`src/rtl/divx_pkg.sv`:
```
package divx_pkg;

  typedef enum logic {
    PREC_SINGLE = 1'b0,
    PREC_DOUBLE = 1'b1
  } prec_e;

  // Bias of an exponent field of the given width
  function automatic int field_bias(input int width);
    return (1 << (width - 1)) - 1;
  endfunction

  // Lowest biased exponent that is flagged high: two below all-ones
  function automatic int high_limit(input int width);
    return (1 << width) - 3;
  endfunction

  // Highest biased exponent that is flagged low: the minimum normal
  function automatic int low_limit();
    return 1;
  endfunction

endpackage

```
`src/rtl/divx_qexp.sv`:
```
module divx_qexp #(
  parameter int EXP_W    = 11,
  parameter int SP_EXP_W = 8,
  parameter int Q_W      = EXP_W + 2
) (
  input  logic [EXP_W-1:0]        exp_a,
  input  logic [EXP_W-1:0]        exp_b,
  input  logic                    dp,
  output logic signed [Q_W-1:0]   q_exp
);
  import divx_pkg::*;

  localparam int EXT_W = Q_W - EXP_W;
  localparam int BIAS  = field_bias(EXP_W);
  localparam logic [EXP_W-1:0] SP_MASK = EXP_W'((1 << SP_EXP_W) - 1);

  logic [EXP_W-1:0]      a_eff, b_eff;
  logic signed [Q_W-1:0] ea, eb;

  // Single precision reads only the narrow field of each port
  always_comb begin
    a_eff = (dp == PREC_DOUBLE) ? exp_a : (exp_a & SP_MASK);
    b_eff = (dp == PREC_DOUBLE) ? exp_b : (exp_b & SP_MASK);
    ea    = $signed({{EXT_W{1'b0}}, a_eff});
    eb    = $signed({{EXT_W{1'b0}}, b_eff});
    q_exp = ea - eb + $signed(Q_W'(BIAS));
  end

endmodule

```
`src/rtl/divx_window.sv`:
```
module divx_window #(
  parameter int EXP_W    = 11,
  parameter int SP_EXP_W = 8,
  parameter int Q_W      = EXP_W + 2
) (
  input  logic signed [Q_W-1:0] q_exp,
  input  logic                  dp,
  input  logic                  sqrt_op,
  output logic                  bounce
);
  import divx_pkg::*;

  localparam int SHIFT = field_bias(EXP_W) - field_bias(SP_EXP_W);

  logic [1:0] over, under;

  // One limit pair per precision, both expressed in the wide-biased domain
  for (genvar p = 0; p < 2; p++) begin : g_prec
    localparam int W   = (p == 1) ? EXP_W : SP_EXP_W;
    localparam int OFF = (p == 1) ? 0 : SHIFT;
    localparam logic signed [Q_W-1:0] HI = Q_W'(high_limit(W) + OFF);
    localparam logic signed [Q_W-1:0] LO = Q_W'(low_limit() + OFF);
    assign over[p]  = (q_exp >= HI);
    assign under[p] = (q_exp <= LO);
  end

  always_comb begin
    bounce = 1'b0;
    if (!sqrt_op) bounce = over[dp] | under[dp];
  end

endmodule

```
`src/rtl/divx_outreg.sv`:
```
module divx_outreg (
  input  logic clk,
  input  logic rst_n,
  input  logic in_valid,
  output logic in_ready,
  input  logic in_bounce,
  output logic out_valid,
  input  logic out_ready,
  output logic out_bounce
);

  assign in_ready = !out_valid || out_ready;

  always_ff @(posedge clk) begin
    if (!rst_n) begin
      out_valid  <= 1'b0;
      out_bounce <= 1'b0;
    end else if (in_ready) begin
      out_valid  <= in_valid;
      out_bounce <= in_valid & in_bounce;
    end
  end

  a_r8_accept_gives_result: assert property (@(posedge clk) disable iff (!rst_n)
    (in_valid && in_ready) |=> out_valid);

  a_r9_hold_when_stalled: assert property (@(posedge clk) disable iff (!rst_n)
    (out_valid && !out_ready) |=> (out_valid && $stable(out_bounce)));

  a_r11_quiet_when_idle: assert property (@(posedge clk) disable iff (!rst_n)
    !out_valid |-> !out_bounce);

endmodule

```
`src/rtl/divx_bounce_predict.sv`:
```
module divx_bounce_predict #(
  parameter int EXP_W    = 11,
  parameter int SP_EXP_W = 8
) (
  input  logic             clk,
  input  logic             rst_n,
  input  logic             in_valid,
  output logic             in_ready,
  input  logic [EXP_W-1:0] in_exp_a,
  input  logic [EXP_W-1:0] in_exp_b,
  input  logic             in_dp,
  input  logic             in_sqrt,
  output logic             out_valid,
  input  logic             out_ready,
  output logic             out_bounce
);

  localparam int Q_W = EXP_W + 2;

  logic signed [Q_W-1:0] q_exp;
  logic                  bounce_c;

  divx_qexp #(.EXP_W(EXP_W), .SP_EXP_W(SP_EXP_W), .Q_W(Q_W)) u_qexp (
    .exp_a (in_exp_a),
    .exp_b (in_exp_b),
    .dp    (in_dp),
    .q_exp (q_exp)
  );

  divx_window #(.EXP_W(EXP_W), .SP_EXP_W(SP_EXP_W), .Q_W(Q_W)) u_window (
    .q_exp   (q_exp),
    .dp      (in_dp),
    .sqrt_op (in_sqrt),
    .bounce  (bounce_c)
  );

  divx_outreg u_outreg (
    .clk        (clk),
    .rst_n      (rst_n),
    .in_valid   (in_valid),
    .in_ready   (in_ready),
    .in_bounce  (bounce_c),
    .out_valid  (out_valid),
    .out_ready  (out_ready),
    .out_bounce (out_bounce)
  );

  a_r6_root_never_bounces: assert property (@(posedge clk) disable iff (!rst_n)
    (in_valid && in_ready && in_sqrt) |=> !out_bounce);

  a_r1_top_minus_zero: assert property (@(posedge clk) disable iff (!rst_n)
    (in_valid && in_ready && in_dp && !in_sqrt && (&in_exp_a) && (in_exp_b == '0))
      |=> out_bounce);

  a_r1_zero_minus_top: assert property (@(posedge clk) disable iff (!rst_n)
    (in_valid && in_ready && in_dp && !in_sqrt && (in_exp_a == '0) && (&in_exp_b))
      |=> out_bounce);

endmodule

```
`config.mk`:
```
export PLATFORM = sky130hd
export DESIGN_NAME = divx_bounce_predict
export DESIGN_NICKNAME = d
export VERILOG_FILES = /design/src/rtl/divx_pkg.sv /design/src/rtl/divx_qexp.sv /design/src/rtl/divx_window.sv /design/src/rtl/divx_outreg.sv /design/src/rtl/divx_bounce_predict.sv
export SDC_FILE = /design/constraint.sdc
export NUM_CORES = 1
export LEC_CHECK = 0
export BUFFER_PORTS_ARGS = -buffer_cell sky130_fd_sc_hd__buf_2
export CAP_MARGIN = 10
export CORE_MARGIN = 5
export CORE_UTILIZATION = 30
export CTS_CLUSTER_SIZE = 25
export DETAILED_ROUTE_END_ITERATION = 10
export GPL_ROUTABILITY_DRIVEN = 0
export PLACE_DENSITY = 0.57
export SLEW_MARGIN = 20
export SYNTH_ARGS = -nofsm -noshare
export SYNTH_HDL_FRONTEND = slang
export SYNTH_SLANG_ARGS = --single-unit
```
`constraint.sdc`:
```
create_clock -name clk -period 3.69 [get_ports clk]
set_input_delay 0.5535 -clock clk [delete_from_list [all_inputs] [get_ports clk]]
set_output_delay 0.5535 -clock clk [all_outputs]
set_load 0.005 [all_outputs]
```
# Yosys cells after proc, flatten, opt, wreduce, memory -nomap -nowiden

Cells that the tools add are included.

Add/sub/neg operators: 2
$mul: 0
Divide/modulo/power cells: 0
Magnitude comparators: 5
Equality and inequality tests: 0
Shift-type cells: 0
Muxes and demuxes: 7
Bitwise operators: 2
Reductions and logical operators: 2

Operators by type and width:

| operator                                                            | number |
|---|---|
| greater-or-equal comparator 13 x 12 -> 1 bit, second input constant | 2 |
| 2-to-1 mux 11 bit                                                   | 2 |
| adder 12 x 11 -> 13 bit, second input constant                      | 1 |
| <= comparator 13 x 11 -> 1 bit, second input constant               | 1 |
| <= comparator 13 x 2 -> 1 bit, second input constant                | 1 |
| subtractor 11 x 11 -> 12 bit                                        | 1 |
| 2-to-1 mux 1 bit                                                    | 5 |
| less-than comparator 1 x 2 -> 1 bit, second input constant          | 1 |
| AND 1 bit                                                           | 1 |
| zero test 1 bit                                                     | 1 |
| logical OR 1 bit                                                    | 1 |
| bitwise OR 1 bit                                                    | 1 |

Flip-flop bits (word level): 2
Bits in latches: 0
RAM bits: 0
ROM bits: 0
Bits of input ports: 28
Output and inout bits: 3
Logic and storage cells: 20
Memories kept: 0

# Longest topological paths before layout

Gate-level depths: netlist (run 1).

Depth in word-level cells: 9
Depth in mapped cells: 13
Mapped depth without buffers: 13

# By module

A second synthesis (run 1) with hierarchy kept.

Cell total of the unflattened synthesis: 142
Area total of the unflattened synthesis: 1062.3 sq um

Modules (own cells, without submodules):

| module      | instances | cells each | area an instance (sq um) | sequential area each (sq um) |
|---|---|---|---|---|
| divx_qexp   | 1         | 119        | 870.8                    | 0.0 |
| divx_window | 1         | 15         | 105.1                    | 0.0 |
| divx_outreg | 1         | 8          | 86.3                     | 40.0 |

# Worst setup path before layout (run 1)

No wires, ideal clock.

Kind: input -> register
Start point: input port in_exp_a[0]
End point: register u_outreg.out_bounce
Setup time: 0.087 ns
Arrival time: 3.186 ns
Required time: 3.603 ns
Path slack: 0.417 ns
Cell stages on the path: 13
Path buffers: 0
Cells stage by stage: inv_1 ha_1 inv_1 fa_1 inv_1 ha_1 xnor2_1 or3_1 or3_1 or4_1 a21oi_1 nor3b_1 o31ai_1

Cells in the longest elaborated chain, start to end: 9
Elaborated cells on any way between the ends: 14
Classes of those cells: add/sub (2); order compare (4); mux (6); bitwise (2)

Ends and longest elaborated chain:

| what                                                                 | RTL line                 | RTL |
|---|---|---|
| start, declared                                                      | divx_bounce_predict.sv:9 | `input logic [EXP_W-1:0] in_exp_a,` |
| 2-to-1 mux 11 bit (*)                                                | divx_qexp.sv:22          | `a_eff = (dp == PREC_DOUBLE) ? exp_a : (exp_a & SP_MASK);` |
| subtractor 11 x 11 -> 12 bit (*)                                     | divx_qexp.sv:26          | `q_exp = ea - eb + $signed(Q_W'(BIAS));` |
| adder 12 x 11 -> 13 bit (*)                                          | divx_qexp.sv:26          |  |
| greater-or-equal comparator 13 x 12 -> 1 bit (tied with other cells) | divx_window.sv:23        | `assign over[p] = (q_exp >= HI);` |
| 2-to-1 mux 1 bit (implied by the code) (2 in a row)                  | divx_window.sv:29        | `if (!sqrt_op) bounce = over[dp] \| under[dp];` |
| bitwise OR 1 bit (*)                                                 | divx_window.sv:29        |  |
| 2-to-1 mux 1 bit (*)                                                 | divx_window.sv:29        |  |
| AND 1 bit (*)                                                        | divx_outreg.sv:20        | `out_bounce <= in_valid & in_bounce;` |
| end signal, assigned                                                 | divx_outreg.sv:20        |  |
| end, declared                                                        | divx_outreg.sv:9         | `output logic out_bounce` |

Every way passes the cells marked *; elsewhere a longest branch is shown, timed or not. The select of a mux whose other input is x is not followed.
A chain may end at the register's enable or synchronous reset.

# Worst setup path after layout (run 1)

Ends and elaborated chain as after synthesis.

==> implementation parameters, run 1 <==
Parameter                              Value

Logic synthesis
  Warnings, synthesis    0
  Mapped Avg Cell Area    7.10 µm²
  Biggest area consumer among synthesized cells    sky130_fd_sc_hd__ha_1
  Most used flip-flop cell after synthesis    sky130_fd_sc_hd__dfxtp_1
  Flops & latches, synth    2
  Cell area after synthesis    between 1000 and 1500 µm²
  Top cells by area, synth    sky130_fd_sc_hd__ha_1 (16%), sky130_fd_sc_hd__inv_1 (5.4%), sky130_fd_sc_hd__nand2_1 (4.3%), sky130_fd_sc_hd__xnor2_1 (4.2%), sky130_fd_sc_hd__dfxtp_1 (3.9%)
  Cell count after synthesis    146
  Total nets after synthesis    ~190
  Proportion of synthesized chip area in sequential cells    0.0386
  EDFF count, synth    0
  Distinct cell type count after synthesis    between 50 and 60
  Fraction of synthesized cell area taken by the top area cell type    0.157
  Async set-or-reset flop fraction in the synthesized netlist    0

Global routing
  Via count of the first global-routing pass    1063
  First-pass GRT wire length    4.29 mm
  Largest net degree at the start of global routing    10
  Initial antenna violation count    0
  Remaining Overflow, GRT    0
  GRT Util Overall    0.112

Timing
  Post-route minimum period    3.30 ns
  Total Neg Setup Slack    0 ns
  Rel. slew slack    0.707
  Maximum clock frequency    about 0.30 GHz
  Unrepaired setup endpoints after global routing    false
  Fin crit share    0.895
  Total setup violations reported at the end of the flow    0
  Count of final hold-check violations    0
  Transition time at the pin with the least slew margin    approximately 0.44 ns
  Worst clock skew on the final layout    0.0000316 ns
  Slew Viols, Final    0

Status
  Outcome    complete, no violations

Route
  Residual DRC count    0
  Total number of vias    1149
  Routed via count divided by cell count    just over 5
  Average wire per cell in the routed design    around 11 µm
  Antenna Nets Post-Route    0
  Total iterations of the first detailed-routing run    4
  Routed wire length    2.45 mm
  DRC violation total after the first TritonRoute iteration    25

Clock network
  CTS Buffer Depth    2
  Post-CTS clock slew at the launch and capture registers of the worst setup and hold paths    0.03 ns
  CTS root buffer    sky130_fd_sc_hd__clkbuf_4
  Clock buffers created by TritonCTS    3
  Sinks on the clock net    2
  Insertion delay of the later-clocked pin in the worst-skew pair    roughly 0.22 ns
  H-tree levels    1
  TritonCTS clock tree    yes

Power and ir drop
  Switching power share of the total    0.452
  Gate power share    0.752
  Switching power total    approximately 0.13 mW
  Peak VDD IR    0.0000687 V
  Part of the power in registers    0.082
  Power Internal    between 0.15 and 0.2 mW
  Leakage power    0.595 nW
  Power density relative to cell area    225 nW/µm²
  Share of total power in the clock network    0.166

Die
  Starting density of the core    0.311
  Area of the placeable core    3340 µm²
  Die Span X    68.8 µm
  Number of core rows    21
  Die boundary height    68.8 µm
  Number of placed I/O pins    31
  Die footprint    4730 µm²

Setup path
  CP Class    in -> reg
  Worst reg2reg path depth    4
  Setup crit start kind    input port
  Sort of element at the end of the critical path    flip-flop
  Worst endpoint data arrival time    roughly 3.4 ns
  Largest fanout of any net on the critical path    5
  Req. time, crit path    3.83 ns

Finish
  Combined area of the multi-input logic cells    roughly 940 µm²
  Combined flip-flop and latch cell area    40.0 µm²
  Inserted Diodes    0
  Layout Area Growth over Synthesis    24.1%
  Most frequent cells in the layout    sky130_fd_sc_hd__buf_2 (30), sky130_fd_sc_hd__inv_1 (15), sky130_fd_sc_hd__ha_1 (13), sky130_fd_sc_hd__nand2_1 (12), sky130_fd_sc_hd__nor2_1 (10)
  Most common cell after layout, fill and taps aside    sky130_fd_sc_hd__buf_2
  Total Nets Final    224
  Layout filler cell count    368
  Summed area of non-filler cells in the final layout    between 1000 and 1500 µm²
  Layout cell share with drive strength beyond 1    0.256

Flow run
  Max Cap Viol    0

Place
  Area of placed instances    1260 µm²
  Number of buffers inserted by port buffering    30
  Estimated wirelength of the detail-placed design    2.11 mm

Min path
  Worst Hold Depth    2
  Path category of the worst min-delay check    reg -> reg
-- critical path, stage by stage --
cell                      delay (ns)
sky130_fd_sc_hd__buf_2          0.09
sky130_fd_sc_hd__inv_1          0.04
sky130_fd_sc_hd__ha_1           0.17
sky130_fd_sc_hd__inv_1          0.06
sky130_fd_sc_hd__fa_1           0.39
sky130_fd_sc_hd__a21o_2         0.26
sky130_fd_sc_hd__a21oi_2        0.15
sky130_fd_sc_hd__xnor2_1        0.14
sky130_fd_sc_hd__or3_1          0.39
sky130_fd_sc_hd__or3_1          0.32
sky130_fd_sc_hd__or4_1          0.47
sky130_fd_sc_hd__a21oi_1        0.13
sky130_fd_sc_hd__nor3b_1        0.06
sky130_fd_sc_hd__o31ai_1        0.21
-- cell families (layout without fill, tap and decap cells) --
kind of cell,Yosys count,in the layout,share of synthesized area
simple gates,59,59,0.317
compound gates,45,45,0.323
buf+inv,17,51,0.0627
fa+ha+maj,14,14,0.176
xor+xnor,6,6,0.0507
mux,3,3,0.0314
flops,2,2,0.0386
-- through the flow --
stage | cells | utilization | power (mW) | worst slack (ns) | hold WS [ns]
final | 226 | 0.386 | 0.290 | 0.386 | 0.470
after floorplan | 146 | - | 0.190 | 0.417 | 0.463
after CTS | 226 | 0.384 | 0.293 | 0.293 | 0.469
after detailed placement | 223 | 0.377 | 0.240 | 0.0690 | 0.465
after global placement | 223 | 0.377 | 0.241 | 0.0646 | 0.465
after global routing | 226 | 0.386 | 0.326 | 0.169 | 0.488
-- worst paths after layout --
kind / start / to / slack, ns
worst max-delay path: in_exp_a[0] / u_outreg.out_bounce$_SDFFE_PN0P_ / 0.39
worst min-delay path: u_outreg.out_bounce$_SDFFE_PN0P_ / u_outreg.out_bounce$_SDFFE_PN0P_ / 0.47
worst max register to register: u_outreg.out_valid$_SDFFE_PN0P_ / u_outreg.out_bounce$_SDFFE_PN0P_ / 2.76
worst min register to register: u_outreg.out_bounce$_SDFFE_PN0P_ / u_outreg.out_bounce$_SDFFE_PN0P_ / 0.47
-- synth_stat cells, types with 4 or more instances --
master,number
sky130_fd_sc_hd__xnor2_1,5
sky130_fd_sc_hd__inv_1,15
sky130_fd_sc_hd__and2_1,5
sky130_fd_sc_hd__nand2_1,12
sky130_fd_sc_hd__nor3_1,5
sky130_fd_sc_hd__or3_1,5
sky130_fd_sc_hd__a21oi_1,7
sky130_fd_sc_hd__ha_1,13
sky130_fd_sc_hd__nor2_1,10
sky130_fd_sc_hd__o211ai_1,4
sky130_fd_sc_hd__o21ai_0,5
-- power groups by stage --
stage | sequential (mW) | combinational, mW | clock, mW
detailed placement | 0.0241 | 0.216 | 0
CTS | 0.0238 | 0.217 | 0.0517
floorplan | 0.0243 | 0.166 | 0
finish | 0.0239 | 0.218 | 0.0481
global placement | 0.0240 | 0.217 | 0
global route | 0.0239 | 0.251 | 0.0518
-- registers in the layout (all words and copies together), names as in the netlist --
register,count
u_outreg.out_valid,1
u_outreg.out_bounce,1
-- metal layers --
metal	track usage	routed length [µm]	vias up
li1	-	-	620
met1	0.153	1170	498
met2	0.187	1160	29
met3	0.00486	109	2
met4	0.0365	15	0
met5	0	0	-
-- what timing repair did --
action | CTS | global route
resized for setup | 0 | 1
hold buffers | 0 | 0
buffers inserted | 0 | 0
endpoints found under the setup margin | 0 | 1
-- final cells by class --
type                            count  share of cell area
Sequential cell                     2              0.0311
Tap cell                           46              0.0447
Multi-Input combinational cell    127               0.729
Timing Repair Buffer               33               0.134
Clock buffer                        3              0.0175
Inverter                           15              0.0437
Note: power is estimated with default switching activity, not from simulation.
==> run 2: changes to the inputs <==
- MAX_ROUTING_LAYER: default -> met4
- SYNTH_HIERARCHICAL: default -> 1
==> run 2 against run 1 <==
Net effect:
- non-clock buffer count increased by 15
- clock skew up 0.0061 ns
- combinational power rose by 27%
- utilization is 4.7 points higher
- largest cell class unchanged
==> implementation parameters, run 2 <==
Parameter                              Value

Timing
  Post-route minimum period    approximately 3.6 ns
  Min setup slack post-route    0.119 ns
  Slew Viols, Final    0
  Rel. slew slack    0.663
  Transition time at the pin with the least slew margin    ~0.50 ns
  Count of final hold-check violations    0
  Fin crit share    0.968
  Maximum clock frequency    0.280 GHz
  Worst clock skew on the final layout    approximately 0.0062 ns
  Total setup violations reported at the end of the flow    0

Setup path
  CP Class    in -> reg
  Top Family by Delay on Critical Path    simple AND/OR/NAND/NOR gates
  Worst endpoint data arrival time    3.67 ns
  Critical register-to-register path startpoint    u_outreg/out_valid$_SDFFE_PN0P_
  Largest fanout of any net on the critical path    3
  Req. time, crit path    between 3 and 4 ns
  Number of buffer and inverter instances along the worst setup path    3
  Setup crit start kind    input port
  Worst reg2reg path depth    4
  Worst path cell trace    buf_2, inv_1, ha_1, inv_1, fa_1, and3_1, or3_4, a221oi_4, o211ai_2, or3_4, xnor2_2, nand3_1, a22o_1, a2111oi_2, nor3_2, nand3_2, a21boi_2
  Sort of element at the end of the critical path    flip-flop
  Setup slack of the worst register-to-register path    between 2 and 3 ns
  Biggest cell delay along the critical path    0.39 ns
  FF-to-FF End    u_outreg/out_bounce$_SDFFE_PN0P_
  Slowest stage cell, crit path    sky130_fd_sc_hd__fa_1

Clock network
  Insertion delay of the later-clocked pin in the worst-skew pair    roughly 0.22 ns
  Post-CTS clock slew at the launch and capture registers of the worst setup and hold paths    0.03 ns
  CTS root buffer    sky130_fd_sc_hd__clkbuf_4
  TritonCTS clock tree    yes
  Sinks on the clock net    2
  H-tree levels    1
  Clock buffers created by TritonCTS    3
  Hold Buf Count CTS    0
  CTS Buffer Depth    2

Route
  Average wire per cell in the routed design    11.3 µm
  Total iterations of the first detailed-routing run    4
  Residual DRC count    0
  DRC violation total after the first TritonRoute iteration    50
  Routed via count divided by cell count    4.97
  Antenna Nets Post-Route    0
  Routed wire length    between 2 and 3 mm
  Total number of vias    1177

Die
  Starting density of the core    0.313
  Die boundary height    69.5 µm
  Number of core rows    21
  Die Span X    69.5 µm
  Area of the placeable core    around 3400 µm²
  Number of placed I/O pins    31
  Die footprint    between 4000 and 5000 µm²

Finish
  Registers with the most flip-flops    u_outreg/out_bounce x1, u_outreg/out_valid x1
  Most frequent cells in the layout    sky130_fd_sc_hd__buf_2 (30), sky130_fd_sc_hd__buf_4 (18), sky130_fd_sc_hd__inv_1 (13), sky130_fd_sc_hd__ha_1 (12)
  Layout filler cell count    352
  Layout Area Growth over Synthesis    38.2%
  Inserted Diodes    0
  Layout cell share with drive strength beyond 1    0.382
  Total Nets Final    234
  Number of standard cells in the layout, taps in and fillers out    237
  Most common cell after layout, fill and taps aside    sky130_fd_sc_hd__buf_2

Logic synthesis
  Warnings, synthesis    6
  Fraction of synthesized cell area taken by the top area cell type    0.141
  EDFF count, synth    0
  Top cells by area, synth    sky130_fd_sc_hd__ha_1 (14%), sky130_fd_sc_hd__xnor2_1 (7.4%), sky130_fd_sc_hd__inv_1 (4.6%), sky130_fd_sc_hd__nand2_1 (3.9%), sky130_fd_sc_hd__nor2_1 (3.9%)
  Flops & latches, synth    2
  Cell area after synthesis    1060 µm²
  Cell count after synthesis    142
  Async set-or-reset flop fraction in the synthesized netlist    0
  Most used flip-flop cell after synthesis    sky130_fd_sc_hd__dfxtp_1
  Most frequent cell after synthesis    sky130_fd_sc_hd__inv_1
  Total nets after synthesis    183
  Most frequent cells after synthesis    sky130_fd_sc_hd__inv_1 (13), sky130_fd_sc_hd__ha_1 (12), sky130_fd_sc_hd__nand2_1 (11), sky130_fd_sc_hd__nor2_1 (11), sky130_fd_sc_hd__xnor2_1 (9)
  Distinct cell type count after synthesis    between 40 and 50
  Proportion of synthesized chip area in sequential cells    0.0377
  Mapped Avg Cell Area    7.48 µm²
  Biggest area consumer among synthesized cells    sky130_fd_sc_hd__ha_1

Power and ir drop
  Overall Power    between 0.3 and 0.4 mW
  Peak VDD IR    0.0000663 V
  Leakage power    0.692 nW
  Power density relative to cell area    237 nW/µm²

Min path
  Hold wc startpoint    u_outreg/out_bounce$_SDFFE_PN0P_
  Path category of the worst min-delay check    reg -> reg
  Worst Hold Depth    2
  Endpoint with the worst hold slack    u_outreg/out_bounce$_SDFFE_PN0P_

Global routing
  Via count of the first global-routing pass    approximately 1100
  Largest net degree at the start of global routing    11
  First-pass GRT wire length    4.49 mm
  Initial antenna violation count    0
  GRT Util Overall    0.110
  Remaining Overflow, GRT    0

Status
  Outcome    complete, no violations

Flow run
  Max Cap Viol    0

Place
  Number of buffers inserted by port buffering    30
  Worst setup timing slack at the placement stage    -0.169 ns
  Number of cells after detailed placement    233
  Estimated wirelength of the detail-placed design    2.32 mm
==> run 2: worst max-delay path by stage <==
stage	endpoint	cells after the start	from	slack (ns)
floorplan	u_outreg/out_bounce$_SDFFE_PN0P_	16	in_exp_a[0]	0.008
global placement	u_outreg/out_bounce$_SDFFE_PN0P_	17	in_exp_a[0]	-0.07
detailed placement	u_outreg/out_bounce$_SDFFE_PN0P_	17	in_exp_a[0]	-0.17
CTS	u_outreg/out_bounce$_SDFFE_PN0P_	17	in_exp_a[0]	0.04
global route	u_outreg/out_bounce$_SDFFE_PN0P_	17	in_exp_a[0]	-0.02
finish	u_outreg/out_bounce$_SDFFE_PN0P_	17	in_exp_a[0]	0.12
==> run 2: layout make-up <==
| cell class | instances | area, µm² | share of cell area |
|---|---|---|---|
| Tap cell | 46 | 57.6 | 0.0392 |
| Multi-Input combinational cell | 124 | 1010 | 0.688 |
| Timing Repair Buffer | 48 | 285 | 0.194 |
| Sequential cell | 2 | 40.0 | 0.0273 |
| Clock buffer | 3 | 22.5 | 0.0153 |
| Inverter | 14 | 52.6 | 0.0358 |
==> run 2: routing by layer <==
metal  routed length (µm)  part of all wire  global-route usage
met1                 1200              0.45               0.127
met2                 1440              0.53               0.196
met3                   54             0.020              0.0101
met4                    0                 0              0.0412
met5                    0                 0                   -
==> run 2: per-stage QoR <==
step,util,setup TNS [ns],hold slack (ns),instance area (µm²)
floorplan,-,0,0.447,1060
global placement,0.410,-0.0661,0.438,1390
detailed placement,0.410,-0.169,0.480,1390
CTS,0.417,0,0.490,1410
global route,0.433,-0.0212,0.538,1470
finish,0.433,0,0.496,1470
==> run 2: tightest hold or removal path, cell delays in order, from the launching register on <==
cell and delay [ns]:
sky130_fd_sc_hd__dfxtp_1 0.30, sky130_fd_sc_hd__nand2_1 0.08, sky130_fd_sc_hd__a21boi_2 0.06
==> run 2: where the power goes <==
part,switching [mW],internal [mW],leakage [nW]
clock network,0.0116,0.0358,0.0138
logic,0.145,0.131,0.662
registers,0.000757,0.0233,0.0165
total,0.157,0.190,0.692
==> run 2: what timing repair did <==
action                                  4_1_cts  5_1_grt
gates resized for setup                       0        9
buffers inserted                              0        1
endpoints found under the setup margin        0        1
==> run 2: logic make-up after synthesis <==
group	synth area share
xor+xnor	0.114
simple gates	0.277
flops	0.0377
buf+inv	0.0565
fa+ha+maj	0.160
compound gates	0.355
==> run 3: changes to the inputs <==
- CORE_MARGIN: 5 -> 2
- SYNTH_HIERARCHICAL: 1 -> default
- clock period: 3.69 -> 4.33 ns (I/O delays scaled with it)
==> run 3 against run 2 <==
Net effect:
- clock skew shrank 0.0051 ns
- register-to-register slack better by 0.51 ns
- hold slack lost 0.028 ns
- final cell count down 5.9%
- first-iteration DRC count is 80% lower
- via count down 2.2%
- critical path depth fell by 3
- non-clock buffer count down 18
- total power is 30% lower
==> implementation parameters, run 3 (synthesis gave the netlist of run 1 again) <==
Parameter                              Value

Clock network
  Setup bufs post-CTS    0
  Clock buffers created by TritonCTS    3
  Sinks on the clock net    2
  Insertion delay of the later-clocked pin in the worst-skew pair    0.22 ns
  Hold Buf Count CTS    0
  Cts repair resizes    0
  CTS root buffer    sky130_fd_sc_hd__clkbuf_4
  TritonCTS clock tree    yes
  CTS Buffer Depth    2
  Post-CTS clock slew at the launch and capture registers of the worst setup and hold paths    about 0.030 ns
  H-tree levels    1

Timing
  Min setup slack post-route    0.831 ns
  Worst clock skew on the final layout    0.00103 ns
  Min Hold Slack    0.468 ns
  Fin crit share    0.808
  Transition time at the pin with the least slew margin    0.540 ns
  Total setup violations reported at the end of the flow    0
  Count of final hold-check violations    0
  Slew Viols, Final    0
  Post-route minimum period    3.50 ns
  Total Neg Setup Slack    0 ns
  Rel. slew slack    0.637
  Maximum clock frequency    0.286 GHz
  Unrepaired setup endpoints after global routing    false

Power and ir drop
  Switching power share of the total    0.456
  Leakage power    0.580 nW
  Overall Power    0.245 mW
  Share of total power in the clock network    0.169
  Gate power share    0.749
  Power density relative to cell area    194 nW/µm²
  Peak VDD IR    between 0.00005 and 0.00006 V
  Part of the power in registers    0.083
  Switching power total    0.112 mW
  Power Internal    0.133 mW

Finish
  Inserted Diodes    0
  Most common cell after layout, fill and taps aside    sky130_fd_sc_hd__buf_2
  Layout cell share with drive strength beyond 1    0.237
  Combined area of the multi-input logic cells    ~930 µm²
  Most frequent cells in the layout    sky130_fd_sc_hd__buf_2 (30), sky130_fd_sc_hd__inv_1 (15), sky130_fd_sc_hd__ha_1 (13), sky130_fd_sc_hd__nand2_1 (12), sky130_fd_sc_hd__nor2_1 (10)
  Combined flip-flop and latch cell area    ~40 µm²
  Total Nets Final    221
  Number of standard cells in the layout, taps in and fillers out    223
  Layout filler cell count    367
  Layout Area Growth over Synthesis    21.4%
  Registers with the most flip-flops    u_outreg.out_bounce x1, u_outreg.out_valid x1

Route
  Total iterations of the first detailed-routing run    4
  Residual DRC count    0
  Average wire per cell in the routed design    roughly 10 µm
  Routed wire length    about 2.3 mm
  Total number of vias    1151
  DRC violation total after the first TritonRoute iteration    10
  Antenna Nets Post-Route    0
  Routed via count divided by cell count    5.16

Setup path
  Worst path cell trace    buf_2, inv_1, ha_1, inv_1, fa_1, a21o_2, a21oi_2, xnor2_1, nor3_1, nand2_1, or4_1, o211ai_1, nor3b_1, o31ai_1
  Slowest stage cell, crit path    sky130_fd_sc_hd__or4_1
  Worst reg2reg path depth    4
  Worst endpoint data arrival time    3.60 ns
  Req. time, crit path    ~4.4 ns
  Setup crit start kind    input port
  Biggest cell delay along the critical path    0.57 ns
  Setup slack of the worst register-to-register path    3.42 ns
  Critical register-to-register path startpoint    u_outreg.out_valid$_SDFFE_PN0P_
  FF-to-FF End    u_outreg.out_bounce$_SDFFE_PN0P_
  Number of buffer and inverter instances along the worst setup path    3
  Sort of element at the end of the critical path    flip-flop
  Most used cell, CP    sky130_fd_sc_hd__inv_1
  CP Class    in -> reg
  Largest fanout of any net on the critical path    6
  Top Family by Delay on Critical Path    simple AND/OR/NAND/NOR gates

Global routing
  First-pass GRT wire length    4.20 mm
  Largest net degree at the start of global routing    10
  GRT Util Overall    0.125
  Initial antenna violation count    0
  Remaining Overflow, GRT    0
  Via count of the first global-routing pass    1093

Die
  Die Span X    62.8 µm
  Die footprint    a little under 4000 µm²
  Starting density of the core    0.311
  Area of the placeable core    3340 µm²
  Die boundary height    62.8 µm
  Number of core rows    21
  Number of placed I/O pins    31

Place
  Worst setup timing slack at the placement stage    0.589 ns
  Number of cells after detailed placement    220
  Estimated wirelength of the detail-placed design    about 2 mm
  Number of buffers inserted by port buffering    30

Min path
  Worst Hold Depth    2
  Hold wc startpoint    u_outreg.out_bounce$_SDFFE_PN0P_
  Endpoint with the worst hold slack    u_outreg.out_bounce$_SDFFE_PN0P_
  Path category of the worst min-delay check    reg -> reg

Status
  Outcome    complete, no violations

Flow run
  Max Cap Viol    0
==> run 3: through the flow <==
step	utilization	instance area, µm²
after detailed placement	0.370	1240
after global routing	0.377	1260
after floorplan	-	1040
after global placement	0.370	1240
final	0.377	1260
after CTS	0.377	1260
==> run 3: worst register-to-register path, stage by stage, from the launching register on <==
cell                       delay [ns]
sky130_fd_sc_hd__dfxtp_1         0.29
sky130_fd_sc_hd__nor2b_1         0.14
sky130_fd_sc_hd__inv_1           0.07
sky130_fd_sc_hd__nand4b_1        0.10
sky130_fd_sc_hd__o31ai_1         0.22
==> run 3: how the worst max path moves through the flow <==
stage	cells past startpoint	slack, ns	to	start
finish	14	0.83	u_outreg.out_bounce$_SDFFE_PN0P_	in_exp_a[0]
global route	13	0.39	u_outreg.out_bounce$_SDFFE_PN0P_	in_exp_a[0]
CTS	14	0.81	u_outreg.out_bounce$_SDFFE_PN0P_	in_exp_a[0]
detailed placement	14	0.59	u_outreg.out_bounce$_SDFFE_PN0P_	in_exp_a[0]
global placement	13	0.66	u_outreg.out_bounce$_SDFFE_PN0P_	in_exp_a[0]
floorplan	13	0.96	u_outreg.out_bounce$_SDFFE_PN0P_	in_exp_a[0]
==> run 3: power groups by stage <==
stage	registers [mW]	logic, mW	clock network (mW)
finish	0.0202	0.183	0.0412
global route	0.0204	0.208	0.0457
CTS	0.0202	0.183	0.0439
detailed placement	0.0204	0.182	0
global placement	0.0204	0.183	0
floorplan	0.0207	0.141	0
==> run 3: metal layers <==
layer  up-vias  track usage  wire (µm)
met4         0       0.0167          0
met1       508        0.149       1160
met5         -            -          0
li1        619            -          -
met2        24        0.228       1080
met3         0       0.0180         81
==> run 3: final cells by class <==
| class | count | share of cell area |
|---|---|---|
| well taps | 46 | 0.0457 |
| repair buffers | 30 | 0.119 |
| clock buffers | 3 | 0.0179 |
| multi-input cells | 127 | 0.741 |
| flip-flops and latches | 2 | 0.0318 |
| inverters | 15 | 0.0447 |
